===== config.mk =====
export PLATFORM = sky130hd
export DESIGN_NAME = dispatch_rob
export DESIGN_NICKNAME = d
export VERILOG_FILES = /design/src/rtl/dr_pkg.sv /design/src/rtl/dr_admit.sv /design/src/rtl/dr_rob.sv /design/src/rtl/dr_regpool.sv /design/src/rtl/dispatch_rob.sv
export SDC_FILE = /design/constraint.sdc
export NUM_CORES = 1
export LEC_CHECK = 0
export ABC_AREA = 1
export BUFFER_PORTS_ARGS = -buffer_cell sky130_fd_sc_hd__buf_2
export CORE_MARGIN = 5
export CORE_UTILIZATION = 35
export CTS_CLUSTER_SIZE = 24
export DETAILED_ROUTE_END_ITERATION = 10
export GPL_TIMING_DRIVEN = 0
export PLACE_DENSITY = 0.53
export SLEW_MARGIN = 20
export SYNTH_ARGS = -nofsm -noshare
export SYNTH_HDL_FRONTEND = slang
export SYNTH_SLANG_ARGS = --single-unit

===== constraint.sdc =====
create_clock -name clk -period 8.1 [get_ports clk]
set_clock_uncertainty 0.1 [all_clocks]
set_input_delay 1.215 -clock clk [delete_from_list [all_inputs] [get_ports clk]]
set_output_delay 1.215 -clock clk [all_outputs]
set_load 0.01 [all_outputs]

===== src/rtl/dr_pkg.sv =====
package dr_pkg;
  localparam int UCODE_W = 2;   // encoded micro-op count width (count - 1)
  localparam int UCNT_W  = 3;   // decoded micro-op count width (1..4)
endpackage


===== src/rtl/dr_admit.sv =====
module dr_admit
  import dr_pkg::*;
#(
  parameter int DISP_W  = 2,
  parameter int NSCHED  = 2,
  parameter int SCHED_W = 1,
  parameter int TAG_W   = 4,
  parameter int OCC_W   = 5,
  parameter int REG_W   = 5
) (
  input  logic [DISP_W-1:0]                 lane_valid,
  input  logic [DISP_W-1:0][UCNT_W-1:0]     lane_uops,
  input  logic [DISP_W-1:0]                 lane_dst,
  input  logic [DISP_W-1:0][SCHED_W-1:0]    lane_sched,
  input  logic [NSCHED-1:0]                 sched_full,
  input  logic [OCC_W-1:0]                  rob_room,
  input  logic [REG_W-1:0]                  reg_room,
  input  logic [TAG_W-1:0]                  tail,
  output logic [DISP_W-1:0]                 admit,
  output logic [DISP_W-1:0][TAG_W-1:0]      lane_tag,
  output logic [OCC_W-1:0]                  add_uops,
  output logic [REG_W-1:0]                  add_dst
);
  always_comb begin
    logic        go;
    logic        fit;
    logic [31:0] cu;
    logic [31:0] cd;
    logic [31:0] cu_n;
    logic [31:0] cd_n;
    go = 1'b1;
    cu = '0;
    cd = '0;
    for (int i = 0; i < DISP_W; i++) begin
      lane_tag[i] = tail + TAG_W'(cu);
      cu_n = cu + 32'(lane_uops[i]);
      cd_n = cd + 32'(lane_dst[i]);
      fit  = (cu_n <= 32'(rob_room)) && (cd_n <= 32'(reg_room)) &&
             !sched_full[lane_sched[i]];
      go       = go && lane_valid[i] && fit;
      admit[i] = go;
      if (go) begin
        cu = cu_n;
        cd = cd_n;
      end
    end
    add_uops = OCC_W'(cu);
    add_dst  = REG_W'(cd);
  end
endmodule


===== src/rtl/dr_rob.sv =====
module dr_rob
  import dr_pkg::*;
#(
  parameter int DEPTH  = 16,
  parameter int TAG_W  = 4,
  parameter int OCC_W  = 5,
  parameter int REG_W  = 5,
  parameter int DISP_W = 2,
  parameter int NCOMP  = 2,
  parameter int RET_W  = 2
) (
  input  logic                             clk,
  input  logic                             rst_n,
  input  logic [DISP_W-1:0]                admit,
  input  logic [DISP_W-1:0][TAG_W-1:0]     lane_tag,
  input  logic [DISP_W-1:0][UCNT_W-1:0]    lane_uops,
  input  logic [DISP_W-1:0]                lane_dst,
  input  logic [OCC_W-1:0]                 add_uops,
  input  logic [NCOMP-1:0]                 cmp_valid,
  input  logic [NCOMP-1:0][TAG_W-1:0]      cmp_tag,
  output logic [TAG_W-1:0]                 tail,
  output logic [OCC_W-1:0]                 occ,
  output logic [RET_W-1:0]                 ret_valid,
  output logic [RET_W-1:0][TAG_W-1:0]      ret_tag,
  output logic [RET_W-1:0]                 ret_dst,
  output logic [REG_W-1:0]                 rel_dst
);
  logic [DEPTH-1:0]              vld_q, vld_d;
  logic [DEPTH-1:0]              done_q, done_d;
  logic [DEPTH-1:0]              dst_q, dst_d;
  logic [DEPTH-1:0][UCNT_W-1:0]  uops_q, uops_d;
  logic [TAG_W-1:0]              head_q, head_d, tail_q, tail_d;
  logic [OCC_W-1:0]              occ_q, occ_d;
  logic [OCC_W-1:0]              rel_uops;

  // retirement walk from the oldest entry
  always_comb begin
    logic [TAG_W-1:0] cur;
    logic             more;
    cur      = head_q;
    more     = 1'b1;
    rel_uops = '0;
    rel_dst  = '0;
    for (int k = 0; k < RET_W; k++) begin
      ret_valid[k] = more && vld_q[cur] && done_q[cur];
      ret_tag[k]   = cur;
      ret_dst[k]   = ret_valid[k] && dst_q[cur];
      if (ret_valid[k]) begin
        rel_uops = rel_uops + OCC_W'(uops_q[cur]);
        rel_dst  = rel_dst + REG_W'(dst_q[cur]);
      end
      cur  = cur + TAG_W'(uops_q[cur]);
      more = ret_valid[k];
    end
  end

  // entry state next values
  always_comb begin
    vld_d  = vld_q;
    done_d = done_q;
    dst_d  = dst_q;
    uops_d = uops_q;
    for (int c = 0; c < NCOMP; c++) begin
      if (cmp_valid[c]) done_d[cmp_tag[c]] = 1'b1;
    end
    for (int k = 0; k < RET_W; k++) begin
      if (ret_valid[k]) vld_d[ret_tag[k]] = 1'b0;
    end
    for (int i = 0; i < DISP_W; i++) begin
      if (admit[i]) begin
        vld_d[lane_tag[i]]  = 1'b1;
        done_d[lane_tag[i]] = 1'b0;
        dst_d[lane_tag[i]]  = lane_dst[i];
        uops_d[lane_tag[i]] = lane_uops[i];
      end
    end
    head_d = head_q + TAG_W'(rel_uops);
    tail_d = tail_q + TAG_W'(add_uops);
    occ_d  = occ_q + add_uops - rel_uops;
  end

  always_ff @(posedge clk or negedge rst_n) begin
    if (!rst_n) begin
      vld_q  <= '0;
      done_q <= '0;
      dst_q  <= '0;
      uops_q <= '0;
      head_q <= '0;
      tail_q <= '0;
      occ_q  <= '0;
    end else begin
      vld_q  <= vld_d;
      done_q <= done_d;
      dst_q  <= dst_d;
      uops_q <= uops_d;
      head_q <= head_d;
      tail_q <= tail_d;
      occ_q  <= occ_d;
    end
  end

  assign tail = tail_q;
  assign occ  = occ_q;
endmodule


===== src/rtl/dr_regpool.sv =====
module dr_regpool #(
  parameter int REG_W = 5
) (
  input  logic             clk,
  input  logic             rst_n,
  input  logic [REG_W-1:0] alloc_cnt,
  input  logic [REG_W-1:0] release_cnt,
  output logic [REG_W-1:0] in_use
);
  logic [REG_W-1:0] use_q, use_d;
  logic             upd;

  always_comb begin
    upd   = (alloc_cnt != '0) || (release_cnt != '0);
    use_d = use_q + alloc_cnt - release_cnt;
  end

  always_ff @(posedge clk or negedge rst_n) begin
    if (!rst_n)   use_q <= '0;
    else if (upd) use_q <= use_d;
  end

  assign in_use = use_q;
endmodule


===== src/rtl/dispatch_rob.sv =====
module dispatch_rob
  import dr_pkg::*;
#(
  parameter int DISP_W    = 2,
  parameter int ROB_DEPTH = 16,
  parameter int PRF_SIZE  = 8,
  parameter int NSCHED    = 2,
  parameter int NCOMP     = 2,
  parameter int RET_W     = 2,
  localparam int TAG_W    = $clog2(ROB_DEPTH),
  localparam int OCC_W    = $clog2(ROB_DEPTH + 1),
  localparam int SCHED_W  = (NSCHED > 1) ? $clog2(NSCHED) : 1,
  localparam int REG_MAX  = (PRF_SIZE > ROB_DEPTH) ? PRF_SIZE : ROB_DEPTH,
  localparam int REG_W    = $clog2(REG_MAX + 1)
) (
  input  logic                        clk,
  input  logic                        rst_n,
  input  logic [DISP_W-1:0]           in_valid,
  input  logic [UCODE_W*DISP_W-1:0]   in_uops,
  input  logic [DISP_W-1:0]           in_dst,
  input  logic [DISP_W*SCHED_W-1:0]   in_sched,
  output logic [DISP_W-1:0]           in_ready,
  output logic [DISP_W*TAG_W-1:0]     in_tag,
  input  logic [NSCHED-1:0]           sched_full,
  input  logic [NCOMP-1:0]            cmp_valid,
  input  logic [NCOMP*TAG_W-1:0]      cmp_tag,
  output logic [RET_W-1:0]            ret_valid,
  output logic [RET_W*TAG_W-1:0]      ret_tag,
  output logic [RET_W-1:0]            ret_dst
);
  logic [DISP_W-1:0][UCNT_W-1:0]   lane_uops;
  logic [DISP_W-1:0][SCHED_W-1:0]  lane_sched;
  logic [DISP_W-1:0][TAG_W-1:0]    lane_tag;
  logic [NCOMP-1:0][TAG_W-1:0]     cmp_tag_v;
  logic [RET_W-1:0][TAG_W-1:0]     ret_tag_v;
  logic [TAG_W-1:0]                tail;
  logic [OCC_W-1:0]                occ, rob_room, add_uops;
  logic [REG_W-1:0]                add_dst, rel_dst, in_use, reg_room;

  for (genvar i = 0; i < DISP_W; i++) begin : g_lane
    assign lane_uops[i]  = {1'b0, in_uops[UCODE_W*i +: UCODE_W]} + UCNT_W'(1);
    assign lane_sched[i] = in_sched[SCHED_W*i +: SCHED_W];
    assign in_tag[TAG_W*i +: TAG_W] = lane_tag[i];
  end
  for (genvar c = 0; c < NCOMP; c++) begin : g_cmp
    assign cmp_tag_v[c] = cmp_tag[TAG_W*c +: TAG_W];
  end
  for (genvar k = 0; k < RET_W; k++) begin : g_ret
    assign ret_tag[TAG_W*k +: TAG_W] = ret_tag_v[k];
  end

  assign rob_room = OCC_W'(ROB_DEPTH) - occ;

  if (PRF_SIZE == 0) begin : g_unlim
    assign reg_room = '1;
  end else begin : g_lim
    assign reg_room = REG_W'(PRF_SIZE) - in_use;
  end

  dr_admit #(
    .DISP_W(DISP_W), .NSCHED(NSCHED), .SCHED_W(SCHED_W),
    .TAG_W(TAG_W), .OCC_W(OCC_W), .REG_W(REG_W)
  ) u_admit (
    .lane_valid(in_valid), .lane_uops(lane_uops), .lane_dst(in_dst),
    .lane_sched(lane_sched), .sched_full(sched_full), .rob_room(rob_room),
    .reg_room(reg_room), .tail(tail), .admit(in_ready), .lane_tag(lane_tag),
    .add_uops(add_uops), .add_dst(add_dst)
  );

  dr_rob #(
    .DEPTH(ROB_DEPTH), .TAG_W(TAG_W), .OCC_W(OCC_W), .REG_W(REG_W),
    .DISP_W(DISP_W), .NCOMP(NCOMP), .RET_W(RET_W)
  ) u_rob (
    .clk(clk), .rst_n(rst_n), .admit(in_ready), .lane_tag(lane_tag),
    .lane_uops(lane_uops), .lane_dst(in_dst), .add_uops(add_uops),
    .cmp_valid(cmp_valid), .cmp_tag(cmp_tag_v), .tail(tail), .occ(occ),
    .ret_valid(ret_valid), .ret_tag(ret_tag_v), .ret_dst(ret_dst),
    .rel_dst(rel_dst)
  );

  dr_regpool #(.REG_W(REG_W)) u_pool (
    .clk(clk), .rst_n(rst_n), .alloc_cnt(add_dst), .release_cnt(rel_dst),
    .in_use(in_use)
  );
endmodule


==> results of run 1 <==
[worst paths after layout]
check                                 start          endpoint  slack (ns)  cells after the start
setup / recovery            u_rob.head_q[1]      u_rob.occ[4]        0.37                     29
hold / removal             u_pool.in_use[1]  u_pool.in_use[1]        0.44                      2
setup reg to reg            u_rob.head_q[1]      u_rob.occ[4]        0.37                     29
hold reg to reg            u_pool.in_use[1]  u_pool.in_use[1]        0.44                      2
max in group asynchronous             rst_n    u_rob.vld_q[5]        6.57                      2
min in group asynchronous             rst_n      u_rob.occ[4]        0.52                      1
[cell type report]
class | count | area share, %
Buffer | 50 | 3.425
Inverter | 111 | 4.068
Tap cell | 330 | 4.008
Clock buffer | 19 | 4.299
Multi-Input combinational cell | 932 | 52.62
Clock inverter | 13 | 1.336
Timing Repair Buffer | 46 | 2.550
Sequential cell | 114 | 27.69
[cell families (layout without fill, tap and decap cells)]
logic type      count (synthesis)  in the layout  share of synthesized area [%]
compound gates                217            217                          15.03
xor+xnor                       19             19                          1.839
fa+ha+maj                      56             56                          8.656
buf+inv                       163            239                          8.615
flops                         114            114                          31.53
simple gates                  640            640                          34.33
[synth_stat cells (all sizes together) (19+ instances only)]
master and count:
a21oi 19, a22oi 48, buf 37, dfrtp 114
ha 45, inv 109, nand2 370, nand3 97
nand4 92, nor2 69, o21ai 91, o22ai 31
[routing by layer]
| metal | share of wire (%) | GRT usage [%] | up-vias |
|---|---|---|---|
| met5 | 0 | 0 | - |
| li1 | - | - | 4325 |
| met3 | 7.7 | 5.568 | 73 |
| met1 | 44 | 32.60 | 4325 |
| met4 | 3.0 | 8.090 | 0 |
| met2 | 45 | 36.38 | 381 |
[flip-flops by register name, summed over array words and instances (netlist names)]
| name | count |
|---|---|
| u_rob.done_q | 16 |
| u_rob.tail | 4 |
| u_rob.occ | 5 |
| u_rob.dst_q | 16 |
| u_rob.head_q | 4 |
| u_rob.uops_q | 48 |
| u_rob.vld_q | 16 |
| u_pool.in_use | 5 |
[tightest hold or removal path, delay by kind of cell (launching register included)]
kind | cells | cell delay, ns
AND/OR/NAND/NOR | 2 | 0.15
flip-flops | 1 | 0.36
[stage by stage]
step | worst slack, ns | util (%) | instances | area [µm²]
global route | 0.03198 | 40.68 | 1615 | 10300
finish | 0.3746 | 40.68 | 1615 | 10300
floorplan | 1.940 | - | 1209 | 9049
global placement | 0.3756 | 38.25 | 1584 | 9687
CTS | 0.3522 | 40.69 | 1617 | 10300
detailed placement | 0.3334 | 38.40 | 1585 | 9724
==> results.txt, run 1 <==
Seq cells post-synth -> 114
Crit Path Category -> reg2reg
Fraction of layout cells with a size suffix above 1 -> 14.24%
Register area -> 2853 µm²
Initial antenna violation count -> 0
Die H -> 170.8 µm
Fin crit share -> 95.38%
WP buf/inv -> 9
Run status -> completed
Iter 0 DRT Violations -> 896
Initial Utilization -> 35.73%
Root buf cell -> clkbuf_16
Distinct cell type count after synthesis -> 50
GRT Overall Usage -> 23.60%
Dominant synthesized flop cell -> dfrtp_1
Mean Syn Cell Area -> 7.484 µm²
Fin. max-slew vios -> 0
Max-cap violations -> 0
Net count after synthesis -> 1289
Max incr delay on CP -> 0.66 ns
Fmax -> 129.4 MHz
Core Region -> 25330 µm²
Most frequent cells in the layout -> nand2_1, dfrtp_1, inv_1, nand3_1, nand4_1
EDFF count, synth -> 0
Vias -> 9104
Routed WL -> 33.97 mm
Routed length per placed instance -> 21.03 µm
CP max-delay cell -> fa_1
Grt total ovfl -> 0
Detail Route Antenna Nets -> 0
Area share of the largest cell type after synthesis -> 31.53%
CTS buffer count -> 17
CTS resizes -> 0
Antenna diodes -> 0
Clock Sinks -> 114
Synthesis Warnings -> 0
Sequential share of the synthesized area -> 31.53%
Least-Margin Pin Slew -> 1.004 ns
Fin. Hold Viols -> 0
Crit end category -> flop
Synth async-reset ratio -> 100.0%
Area of the multi-input gates -> 5421 µm²
Setup Fix Bufs, Post-CTS -> 0
Die Area -> 29170 µm²
Most common cell after layout, fill and taps aside -> nand2_1
CP Launch Type -> flop
WHS -> 0.4399 ns
Largest net degree at the start of global routing -> 89
H-tree depth -> 4
Vias in the first global route -> 8792
WP data arrival -> 7.98 ns
Post-route setup TNS -> 0 ns
P&R area growth vs syn -> 13.86%
Hold Buf Count CTS -> 0
Clock slew at reported path FFs -> 0.06 ns
Worst skew pair latency -> 0.43 ns
Chip width -> 170.8 µm
Number of top-level pins -> 46
Vias/cell -> 5.637
Final HPWL DP -> 25.39 mm
DRC -> 0
Final min period -> 7.725 ns
Crit path max fanout -> 10
First-pass GRT wire length -> 52.56 mm
Top Family by Delay on Critical Path -> adder cells
Clock buffer depth -> 2
Mapped cell area -> 9049 µm²
Port Buf Inserts -> 45
Row Count -> 58
DRT Pass-1 Iters -> 5
Slew Limit Headroom -> 32.83%
Cells after Synth -> 1209
Total Nets Final -> 1352
TritonCTS clock tree -> done
Top post-synthesis cells by area -> dfrtp_1, nand2_1, ha_1
Hold crit path type -> reg2reg
RSZ-0062 raised after global routing -> no
Global placement routability congestion -> 0.9096
Fill cells -> 2620
Yosys top cell by area -> dfrtp_1
Setup violators final -> 0
Worst Path Required -> 8.36 ns
Power of run 1 is left out: the tool's default activity adds up to more than one toggle a clock period on the data nets, which glitch-free logic cannot reach.
==> inputs of run 2 (changes only) <==
--- a/config.mk
+++ b/config.mk
@@ -7,12 +7,13 @@
 export LEC_CHECK = 0
 export ABC_AREA = 1
 export BUFFER_PORTS_ARGS = -buffer_cell sky130_fd_sc_hd__buf_2
+export CORE_ASPECT_RATIO = 0.7
 export CORE_MARGIN = 5
-export CORE_UTILIZATION = 35
+export CORE_UTILIZATION = 55
 export CTS_CLUSTER_SIZE = 24
 export DETAILED_ROUTE_END_ITERATION = 10
 export GPL_TIMING_DRIVEN = 0
-export PLACE_DENSITY = 0.53
+export PLACE_DENSITY = 0.76
 export SLEW_MARGIN = 20
 export SYNTH_ARGS = -nofsm -noshare
 export SYNTH_HDL_FRONTEND = slang
==> run 2 against run 1 <==
Effect of this change:
- via count up 4.8%
- register-to-register slack gained 0.04 ns
- critical path depth did not move
- largest cell class unchanged
- maximum frequency rose by 0.59%
- non-clock buffer count grew 1
- global-route usage increased by 10 points
- clock-buffer cell count unchanged
- worst hold slack improved by 0.0061 ns
==> results.txt, run 2 (synthesized netlist as in run 1, its figures left out) <==
P&R area growth vs syn -> 12.43%
Most frequent CP cell -> nand2_1
TritonCTS clock tree -> done
Core Region -> 16250 µm² (-36%)
Fill cells -> 1515 (-42%)
DP Area -> 9589 µm² (-1.4%)
Setup Fix Bufs, Post-CTS -> 0 (unchanged)
Hold Buf Count CTS -> 0 (unchanged)
Crit end category -> flop
H-tree depth -> 4 (unchanged)
Least-Margin Pin Slew -> 1.078 ns (+0.07421 ns)
Routed WL -> 32.45 mm (-4.5%)
Place WS -> 0.5172 ns (+0.1839 ns)
Port Buf Inserts -> 45 (unchanged)
Worst Path Required -> 8.37 ns (about the same)
Clock buffer depth -> 2 (unchanged)
Final min period -> 7.680 ns (-0.04496 ns)
Root buf cell -> clkbuf_16
Top Family by Delay on Critical Path -> adder cells
Initial antenna violation count -> 0 (unchanged)
DRC -> 0 (unchanged)
Area of the multi-input gates -> 5426 µm² (about the same)
Clock slew at reported path FFs -> 0.06 ns (about the same)
Die Area -> 19160 µm² (-34%)
Number of top-level pins -> 46 (unchanged)
Vias in the first global route -> 8883 (+1.0%)
CP Launch Type -> flop
Routed length per placed instance -> 21.47 µm (+2.1%)
Final Instance Area -> 10170 µm² (-1.3%)
Max reg flops -> 48 (unchanged)
Crit Path Category -> reg2reg
Vias/cell -> 6.315 (+12%)
Initial Utilization -> 55.69% (+20 points)
Fraction of layout cells with a size suffix above 1 -> 14.23% (about the same)
Fin crit share -> 94.82% (-0.56 points)
Total Nets Final -> 1353 (+0.074%)
Vias -> 9542 (+4.8%)
Fmax -> 130.2 MHz (+0.59%)
Run status -> completed
Grt total ovfl -> 0 (unchanged)
Iter 0 DRT Violations -> 1518 (+69%)
Post-route setup TNS -> 0 ns (unchanged)
CTS buffer count -> 17 (unchanged)
Hold crit path type -> reg2reg
Max incr delay on CP -> 0.64 ns (-0.02 ns)
Register area -> 2853 µm² (unchanged)
Chip width -> 163.3 µm (-4.4%)
GRT Overall Usage -> 33.96% (+10 points)
Slack of the worst reg-to-reg path -> 0.42 ns (+0.04 ns)
Die H -> 117.3 µm (-31%)
DRT Pass-1 Iters -> 6 (+1)
WP buf/inv -> 9 (unchanged)
Global placement routability congestion -> 0.9964 (+9.5%)
Antenna diodes -> 0 (unchanged)
Detail Route Antenna Nets -> 0 (unchanged)
Row Count -> 39 (-33%)
CP max-delay cell -> dfrtp_1
RSZ-0062 raised after global routing -> no
Largest net degree at the start of global routing -> 73 (-18%)
Worst skew pair latency -> 0.44 ns (about the same)
Fin. Hold Viols -> 0 (unchanged)
Slew Limit Headroom -> 27.86% (-5.0 points)
Largest Register -> u_rob.uops_q
WP data arrival -> 7.95 ns (-0.03 ns)
Most frequent cells in the layout -> nand2_1, dfrtp_1, inv_1, nand3_1, nand4_1
Setup violators final -> 0 (unchanged)
WHS -> 0.4460 ns (+0.006079 ns)
Fin. max-slew vios -> 0 (unchanged)
Crit path max fanout -> 10 (unchanged)
Final HPWL DP -> 24.11 mm (-5.1%)
Most common cell after layout, fill and taps aside -> nand2_1
Max-cap violations -> 0 (unchanged)
Fin worst setup slack -> 0.4195 ns (+0.04496 ns)
First-pass GRT wire length -> 50.31 mm (-4.3%)
Clock Sinks -> 114 (unchanged)
## run 2: changes by cell type in the layout (fill, tap and decap cells not counted), sizes merged
cell / before / now
clkinvlp: 3 / 5
clkinv: 10 / 7
inv: 109 / 110
clkbuf: 33 / 34
## run 2: layer usage
layer	global-route usage [%]	wire length, µm	vias to the layer above
met2	47.12	13110	657
li1	-	-	4331
met1	50.39	14090	4463
met5	0	0	-
met3	10.62	4320	91
met4	10.42	928	0
## run 2: worst paths after layout
check,cells past startpoint,start,endpoint
worst max register to register,29,u_rob.head_q[1],u_rob.occ[4]
worst min-delay path,2,u_rob.done_q[10],u_rob.done_q[10]
max in group asynchronous,2,rst_n,u_rob.done_q[8]
worst min register to register,2,u_rob.done_q[10],u_rob.done_q[10]
min in group asynchronous,1,rst_n,u_pool.in_use[2]
worst max-delay path,29,u_rob.head_q[1],u_rob.occ[4]
## run 2: timing repair
item	CTS	global route
setup endpoints to repair	0	3
resized for setup	0	2
hold endpoints to repair	0	0
## run 2: layout make-up
| type | count | share of cell area (%) |
|---|---|---|
| clock inverters | 13 | 1.328 |
| clock buffers | 19 | 4.354 |
| repair buffers | 46 | 2.546 |
| flip-flops and latches | 114 | 28.04 |
| plain buffers | 51 | 3.505 |
| well taps | 225 | 2.767 |
| multi-input cells | 932 | 53.34 |
| inverters | 111 | 4.120 |
## run 2: worst reg2reg max path, delay by kind of cell, from the launching register on
| family | cells | cell delay, ns |
|---|---|---|
| flip-flops | 1 | 0.64 |
| adder cells (fa/ha/maj) | 6 | 2.39 |
| XOR/XNOR | 1 | 0.16 |
| buffers and inverters | 9 | 2.05 |
| AND/OR/NAND/NOR | 7 | 1.09 |
| AO/OA/AOI/OAI | 6 | 1.19 |
## run 2: through the flow
| step | utilization, % | instances |
|---|---|---|
| finish | 62.61 | 1511 |
| CTS | 62.57 | 1512 |
| global placement | 58.80 | 1479 |
| floorplan | - | 1209 |
| global route | 62.61 | 1511 |
| detailed placement | 59.01 | 1480 |
Power of run 2 is left out for the same reason.
